## src/rtl/fxs_flag_pkg.sv

```systemverilog
package fxs_flag_pkg;

    localparam int PAIR_W   = 2;
    localparam int NUM_REGS = 3;
    localparam int CRF_W    = 2 * PAIR_W;
    localparam int ALL_W    = NUM_REGS * PAIR_W;

    typedef enum int {
        REG_SUM = 0,
        REG_CAR = 1,
        REG_OVF = 2
    } flag_reg_e;

    typedef struct packed {
        logic [PAIR_W-1:0] mask;
        logic [PAIR_W-1:0] data;
    } pair_wr_t;

    function automatic logic [PAIR_W-1:0] merge_pair(
        input logic [PAIR_W-1:0] old_v,
        input pair_wr_t          wr
    );
        return (old_v & ~wr.mask) | (wr.data & wr.mask);
    endfunction

    function automatic logic [CRF_W-1:0] pack_crf(
        input logic [PAIR_W-1:0] ovf,
        input logic [PAIR_W-1:0] car
    );
        return {ovf, car};
    endfunction

endpackage

```

## src/rtl/fxs_flag_pair.sv

```systemverilog
module fxs_flag_pair
    import fxs_flag_pkg::*;
(
    input  logic              clk,
    input  logic              rst,
    input  pair_wr_t          wr,
    output logic [PAIR_W-1:0] q
);

    logic [PAIR_W-1:0] q_r;

    always_ff @(posedge clk) begin
        if (rst) begin
            q_r <= '0;
        end else begin
            q_r <= merge_pair(q_r, wr);
        end
    end

    assign q = q_r;

endmodule

```

## src/rtl/fxs_wr_arbiter.sv

```systemverilog
module fxs_wr_arbiter
    import fxs_flag_pkg::*;
(
    input  logic [PAIR_W-1:0] eu_ca_we,
    input  logic [PAIR_W-1:0] eu_ca_val,
    input  logic [PAIR_W-1:0] eu_ov_we,
    input  logic [PAIR_W-1:0] eu_ov_val,
    input  logic              mt_valid,
    input  logic              mt_so,
    input  logic [PAIR_W-1:0] mt_ca,
    input  logic [PAIR_W-1:0] mt_ov,
    output pair_wr_t          wr [NUM_REGS]
);

    logic ov_set;

    // The main overflow bit of the pair is its upper bit.
    assign ov_set = eu_ov_we[PAIR_W-1] & eu_ov_val[PAIR_W-1];

    always_comb begin
        for (int i = 0; i < NUM_REGS; i++) begin
            wr[i] = '0;
        end
        if (mt_valid) begin
            wr[REG_SUM].mask = PAIR_W'(1);
            wr[REG_SUM].data = PAIR_W'(mt_so);
            wr[REG_CAR].mask = '1;
            wr[REG_CAR].data = mt_ca;
            wr[REG_OVF].mask = '1;
            wr[REG_OVF].data = mt_ov;
        end else begin
            // The sticky bit is only ever set here, never cleared.
            wr[REG_SUM].mask = PAIR_W'(ov_set);
            wr[REG_SUM].data = PAIR_W'(1);
            wr[REG_CAR].mask = eu_ca_we;
            wr[REG_CAR].data = eu_ca_val;
            wr[REG_OVF].mask = eu_ov_we;
            wr[REG_OVF].data = eu_ov_val;
        end
    end

endmodule

```

## src/rtl/fxs_so_check.sv

```systemverilog
module fxs_so_check (
    input  logic cmpl_valid,
    input  logic cmpl_so_seen,
    input  logic so_committed,
    output logic flush_req
);

    assign flush_req = cmpl_valid & (cmpl_so_seen ^ so_committed);

endmodule

```

## src/rtl/fxs_flag_unit.sv

```systemverilog
module fxs_flag_unit
    import fxs_flag_pkg::*;
(
    input  logic       clk,
    input  logic       rst,
    input  logic [1:0] eu_ca_we,
    input  logic [1:0] eu_ca_val,
    input  logic [1:0] eu_ov_we,
    input  logic [1:0] eu_ov_val,
    input  logic       mt_valid,
    input  logic       mt_so,
    input  logic [1:0] mt_ca,
    input  logic [1:0] mt_ov,
    input  logic [2:0] cmp_bits,
    input  logic       cmpl_valid,
    input  logic       cmpl_so_seen,
    output logic       so_rd,
    output logic [3:0] cmp_field,
    output logic [3:0] crf_pack,
    output logic [5:0] flags_all,
    output logic       flush_req
);

    pair_wr_t          wr [NUM_REGS];
    logic [PAIR_W-1:0] q  [NUM_REGS];

    fxs_wr_arbiter u_arb (
        .eu_ca_we  (eu_ca_we),
        .eu_ca_val (eu_ca_val),
        .eu_ov_we  (eu_ov_we),
        .eu_ov_val (eu_ov_val),
        .mt_valid  (mt_valid),
        .mt_so     (mt_so),
        .mt_ca     (mt_ca),
        .mt_ov     (mt_ov),
        .wr        (wr)
    );

    generate
        for (genvar g = 0; g < NUM_REGS; g++) begin : g_reg
            fxs_flag_pair u_pair (
                .clk (clk),
                .rst (rst),
                .wr  (wr[g]),
                .q   (q[g])
            );
        end
    endgenerate

    assign so_rd     = q[REG_SUM][0];
    assign cmp_field = {cmp_bits, so_rd};
    assign crf_pack  = pack_crf(q[REG_OVF], q[REG_CAR]);
    assign flags_all = {q[REG_SUM], q[REG_CAR], q[REG_OVF]};

    fxs_so_check u_chk_so (
        .cmpl_valid   (cmpl_valid),
        .cmpl_so_seen (cmpl_so_seen),
        .so_committed (so_rd),
        .flush_req    (flush_req)
    );

endmodule

```

## config.mk

```make
export PLATFORM = sky130hd
export DESIGN_NAME = fxs_flag_unit
export DESIGN_NICKNAME = d
export VERILOG_FILES = /design/src/rtl/fxs_flag_pkg.sv /design/src/rtl/fxs_flag_pair.sv /design/src/rtl/fxs_wr_arbiter.sv /design/src/rtl/fxs_so_check.sv /design/src/rtl/fxs_flag_unit.sv
export SDC_FILE = /design/constraint.sdc
export NUM_CORES = 1
export LEC_CHECK = 0
export ABC_CLOCK_PERIOD_IN_PS = 800
export BUFFER_PORTS_ARGS = -buffer_cell sky130_fd_sc_hd__buf_2
export CELL_PAD_IN_SITES_DETAIL_PLACEMENT = 1
export CELL_PAD_IN_SITES_GLOBAL_PLACEMENT = 2
export CORE_MARGIN = 10
export CORE_UTILIZATION = 12
export DETAILED_ROUTE_END_ITERATION = 10
export HOLD_SLACK_MARGIN = 0.05
export PLACE_DENSITY = 0.7
export SETUP_SLACK_MARGIN = 0.3
export SYNTH_ARGS = -nofsm -noshare
export SYNTH_HDL_FRONTEND = slang
export SYNTH_SLANG_ARGS = --single-unit
```

## constraint.sdc

```tcl
create_clock -name clk -period 0.8 [get_ports clk]
set_input_delay 0.08 -clock clk [delete_from_list [all_inputs] [get_ports clk]]
set_output_delay 0.08 -clock clk [all_outputs]
set_load 0.05 [all_outputs]
```

## Yosys cells after proc, flatten, opt, wreduce, memory -nomap -nowiden

Index checks and enable logic that the tools add are counted.

| storage, ports and cells | value |
|---|---|
| register bits | 6 |
| input port bits | 21 |
| output and inout bits | 16 |
| logic and storage cells | 19 |

| cells by class | value |
|---|---|
| mux-type cells | 1 |
| bitwise operators | 15 |

Operators with widths:

| operator | count |
|---|---|
| $mux W11 | 1 |
| $and A2 B2 Y2 | 5 |
| $or A2 B2 Y2 | 3 |
| $not A2 Y2 | 2 |
| $and A1 B1 Y1 | 2 |
| $and A2 B1 Y2 | 1 |
| $not A1 Y2 | 1 |
| $xor A1 B1 Y1 | 1 |

## Longest topological paths before layout

| depth | value |
|---|---|
| word-level depth | 5 |
| depth in mapped cells | 2 |
| gate-level depth less buffers | 2 |

## Cells and area by module

Synthesis repeated with hierarchy kept, for this count alone.

| unflattened totals | value |
|---|---|
| cells, all modules | 43 |
| area total of the unflattened synthesis | 414.1 µm² |

Modules (own cells, without submodules):

| module | instances | cells each | area an instance (µm²) | sequential area each (µm²) |
|---|---|---|---|---|
| fxs_flag_pair | 3 | 6 | 67.6 | 40.0 |
| fxs_wr_arbiter | 1 | 14 | 128.9 | 0.0 |
| fxs_flag_unit | 1 | 9 | 67.6 | 0.0 |
| fxs_so_check | 1 | 2 | 15.0 | 0.0 |

## Worst setup path before layout

Ideal clock, no wire load.

| path | value |
|---|---|
| path type | reg-to-output |
| start point | register (tool-made name) |
| end point | output flush_req |
| data arrival time | 1.283 ns |
| required time | 0.720 ns |
| path slack | -0.563 ns |
| stages on the path, launching flop included | 3 |
| path buffers | 0 |
| cell sequence | dfxtp_1 > xor2_1 > and2_1 |

RTL lines:

| item | RTL line | text |
|---|---|---|
| to (decl) | fxs_flag_unit.sv:21 | `output logic flush_req` |

==> results.sh <==
export IMPL_outcome="finished, violations left"
export IMPL_violations="setup timing"
export IMPL_min_path_type="in -> reg"
export IMPL_avgSynthCellArea_um2=9.16
export IMPL_vias=305
export IMPL_numPortBuffers=29
export IMPL_grt_pass1_vias=374
export IMPL_clock_latency_ns=0.24
export IMPL_final_util_pct=24.5
export IMPL_synth_area_leaders="dfxtp_1 32%, buf_4 24%, mux2i_1 13%"
export IMPL_netlist_instances=34
export IMPL_cts_root_buffer="clkbuf_4"
export IMPL_slew_violations=0
export IMPL_grt_overflow=0
export IMPL_worstPathArrival_ns=1.00
export IMPL_ys_warn_count=0
export IMPL_die_area_mm2=0.00503
export IMPL_antenna_found_initial=0
export IMPL_core_area_mm2=0.00248
export IMPL_clkSinkCount=5
export IMPL_path_class="reg -> out"
export IMPL_path_clk_slew_ns=0.04
export IMPL_slowest_delay_ns=0.33
export IMPL_ff2ff_path_depth=3
export IMPL_gp_congestion=0.586
export IMPL_final_cells=88
export IMPL_cts_path_max_buffers=2
export IMPL_fin_crit_ns=1.08
export IMPL_cts_tree="built"
export IMPL_rsz0062_at_grt="true"
export IMPL_required_ns=0.72
export IMPL_worst_path_buf_inv=1
export IMPL_synth_top_area_share_pct=32.1
export IMPL_drtIter0Drc=1
export IMPL_cts_made_buffers=3
export IMPL_grt_total_usage_pct=4.81
export IMPL_cp_depth=3
export IMPL_max_freq_ghz=0.927
export IMPL_via_per_inst=3.47
export IMPL_ys_ff_latch=5
export IMPL_drc=0
export IMPL_yosysSeqAreaShare_pct=32.1
export IMPL_grt_first_pass_wirelength_um=1900
export IMPL_p_total_w=0.00102
export IMPL_antenna_left=0
export IMPL_die_h_um=71.0
export IMPL_pre_cts_slack_ns=-0.140
export IMPL_clock_skew_ns=0
export IMPL_drtPass1Iterations=2
export IMPL_pwr_density_cell_mw_per_mm2=1680
export IMPL_critPathTopFamily="flip-flops"
export IMPL_die_x_um=71.0
export IMPL_post_cts_setup_buffers=0
export IMPL_finalSetupTns_ns=-0.981
export IMPL_path_cells="xor2_1 -> and2_4 -> buf_8"
export IMPL_peakVddDrop_v=0.000446
export IMPL_setup_slack_ns=-0.279
export IMPL_synth_main_ff_cell="dfxtp_1"
export IMPL_startpoint_type="flop"
export IMPL_end_kind="primary output"
export IMPL_grt_max_degree=8
export IMPL_wire_per_inst_um=13.0
export IMPL_synth_cell_type_count=10
export IMPL_cp_max_fo=2
export IMPL_pin_count=37
export IMPL_synth_edf_count=0
export IMPL_totalWireLength_um=1150
export IMPL_yosys_top_cells_count="10 x buf_4, 5 x a211oi_1, 5 x dfxtp_1, 5 x nor2b_1, 4 x mux2i_1"
export IMPL_synth_async_reset_ratio_pct=0
export IMPL_critPathCapture="flush_req"
export IMPL_finalCritPeriodShare_pct=135
export IMPL_fillers=308
export IMPL_setup_viol=13
export IMPL_reg2reg_slack_ns=-0.02
export IMPL_crit_slowest_cell="dfxtp_4"
export IMPL_nets=80
export IMPL_hold_viol=0
export IMPL_synth_area_um2=312
export IMPL_antenna_cells=0
export IMPL_syn_nets=55
export IMPL_rows=18
export IMPL_initial_core_util_pct=12.6
export IMPL_yosysTopAreaCell="dfxtp_1"
export IMPL_h_tree_depth=1
export IMPL_ctsHoldBuffers=0
export IMPL_synth_most_common_cell="buf_4"
export IMPL_synthToLayoutAreaGrowth_pct=95.2
export IMPL_drive_gt1_share_pct=72.4
export IMPL_dp_cells=84
export IMPL_maxCapViolCount=0
export IMPL_power_leakage_nw=0.279
power by group:
part / switching, W / internal (W)
sequential: 0.0000253 / 0.000267
combinational: 0.000249 / 0.000193
clock: 0.0000982 / 0.000188
total: 0.000373 / 0.000648
worst min path at each step:
| stage | cells past startpoint | from | slack (ns) | end |
|---|---|---|---|---|
| after floorplan | 1 | rst | 0.14 | flop |
| after global placement | 0 | cmp_bits[0] | 0.16 | cmp_field[1] |
| after detailed placement | 0 | cmp_bits[0] | 0.16 | cmp_field[1] |
| after CTS | 2 | rst | 0.08 | flop |
| after global routing | 2 | rst | 0.08 | flop |
| final | 2 | rst | 0.08 | flop |
per-layer routing:
metal,vias to the layer above,wire [um],GRT usage (%)
met5,-,0,0
met4,0,7,2.80
li1,153,-,-
met1,135,386,4.67
met2,15,597,7.32
met3,2,154,3.49
repair_timing:
action / in CTS / in global routing
resized for setup: 34 / 5
cloned: 0 / 0
setup endpoints to repair: 17 / 17
endpoints found under the hold margin: 0 / 0
pin swaps: 1 / 1
kinds of logic after synthesis:
kind of cell	synth area share (%)
AND/OR/NAND/NOR	13.7
AO/OA/AOI/OAI	12.0
other	1.20
buffers and inverters	25.3
multiplexers	12.9
XOR/XNOR	2.81
flip-flops	32.1
layout make-up:
| class | count | area [um^2] | share of cell area, % |
|---|---|---|---|
| Timing Repair Buffer | 30 | 273 | 44.9 |
| Clock buffer | 4 | 26.3 | 4.32 |
| Tap cell | 30 | 37.5 | 6.17 |
| Multi-Input combinational cell | 18 | 149 | 24.5 |
| Sequential cell | 5 | 119 | 19.5 |
| Inverter | 1 | 3.75 | 0.617 |
per-stage QoR:
step | cell area (um^2) | hold slack [ns]
CTS | 588 | 0.0765
floorplan | 363 | 0.143
finish | 608 | 0.0795
global placement | 448 | 0.161
detailed placement | 448 | 0.161
global route | 608 | 0.0840
placed cells by master, fill, tap and decap left out, types with 2 or more instances in the layout:
master | netlist | routed
a211oi_2 | 0 | 2
buf_8 | 0 | 12
dfxtp_4 | 0 | 5
a211oi_1 | 5 | 3
nor2b_1 | 5 | 5
clkbuf_4 | 0 | 3
buf_2 | 0 | 17
mux2i_1 | 4 | 3
Power figures use the tool's default switching activity.
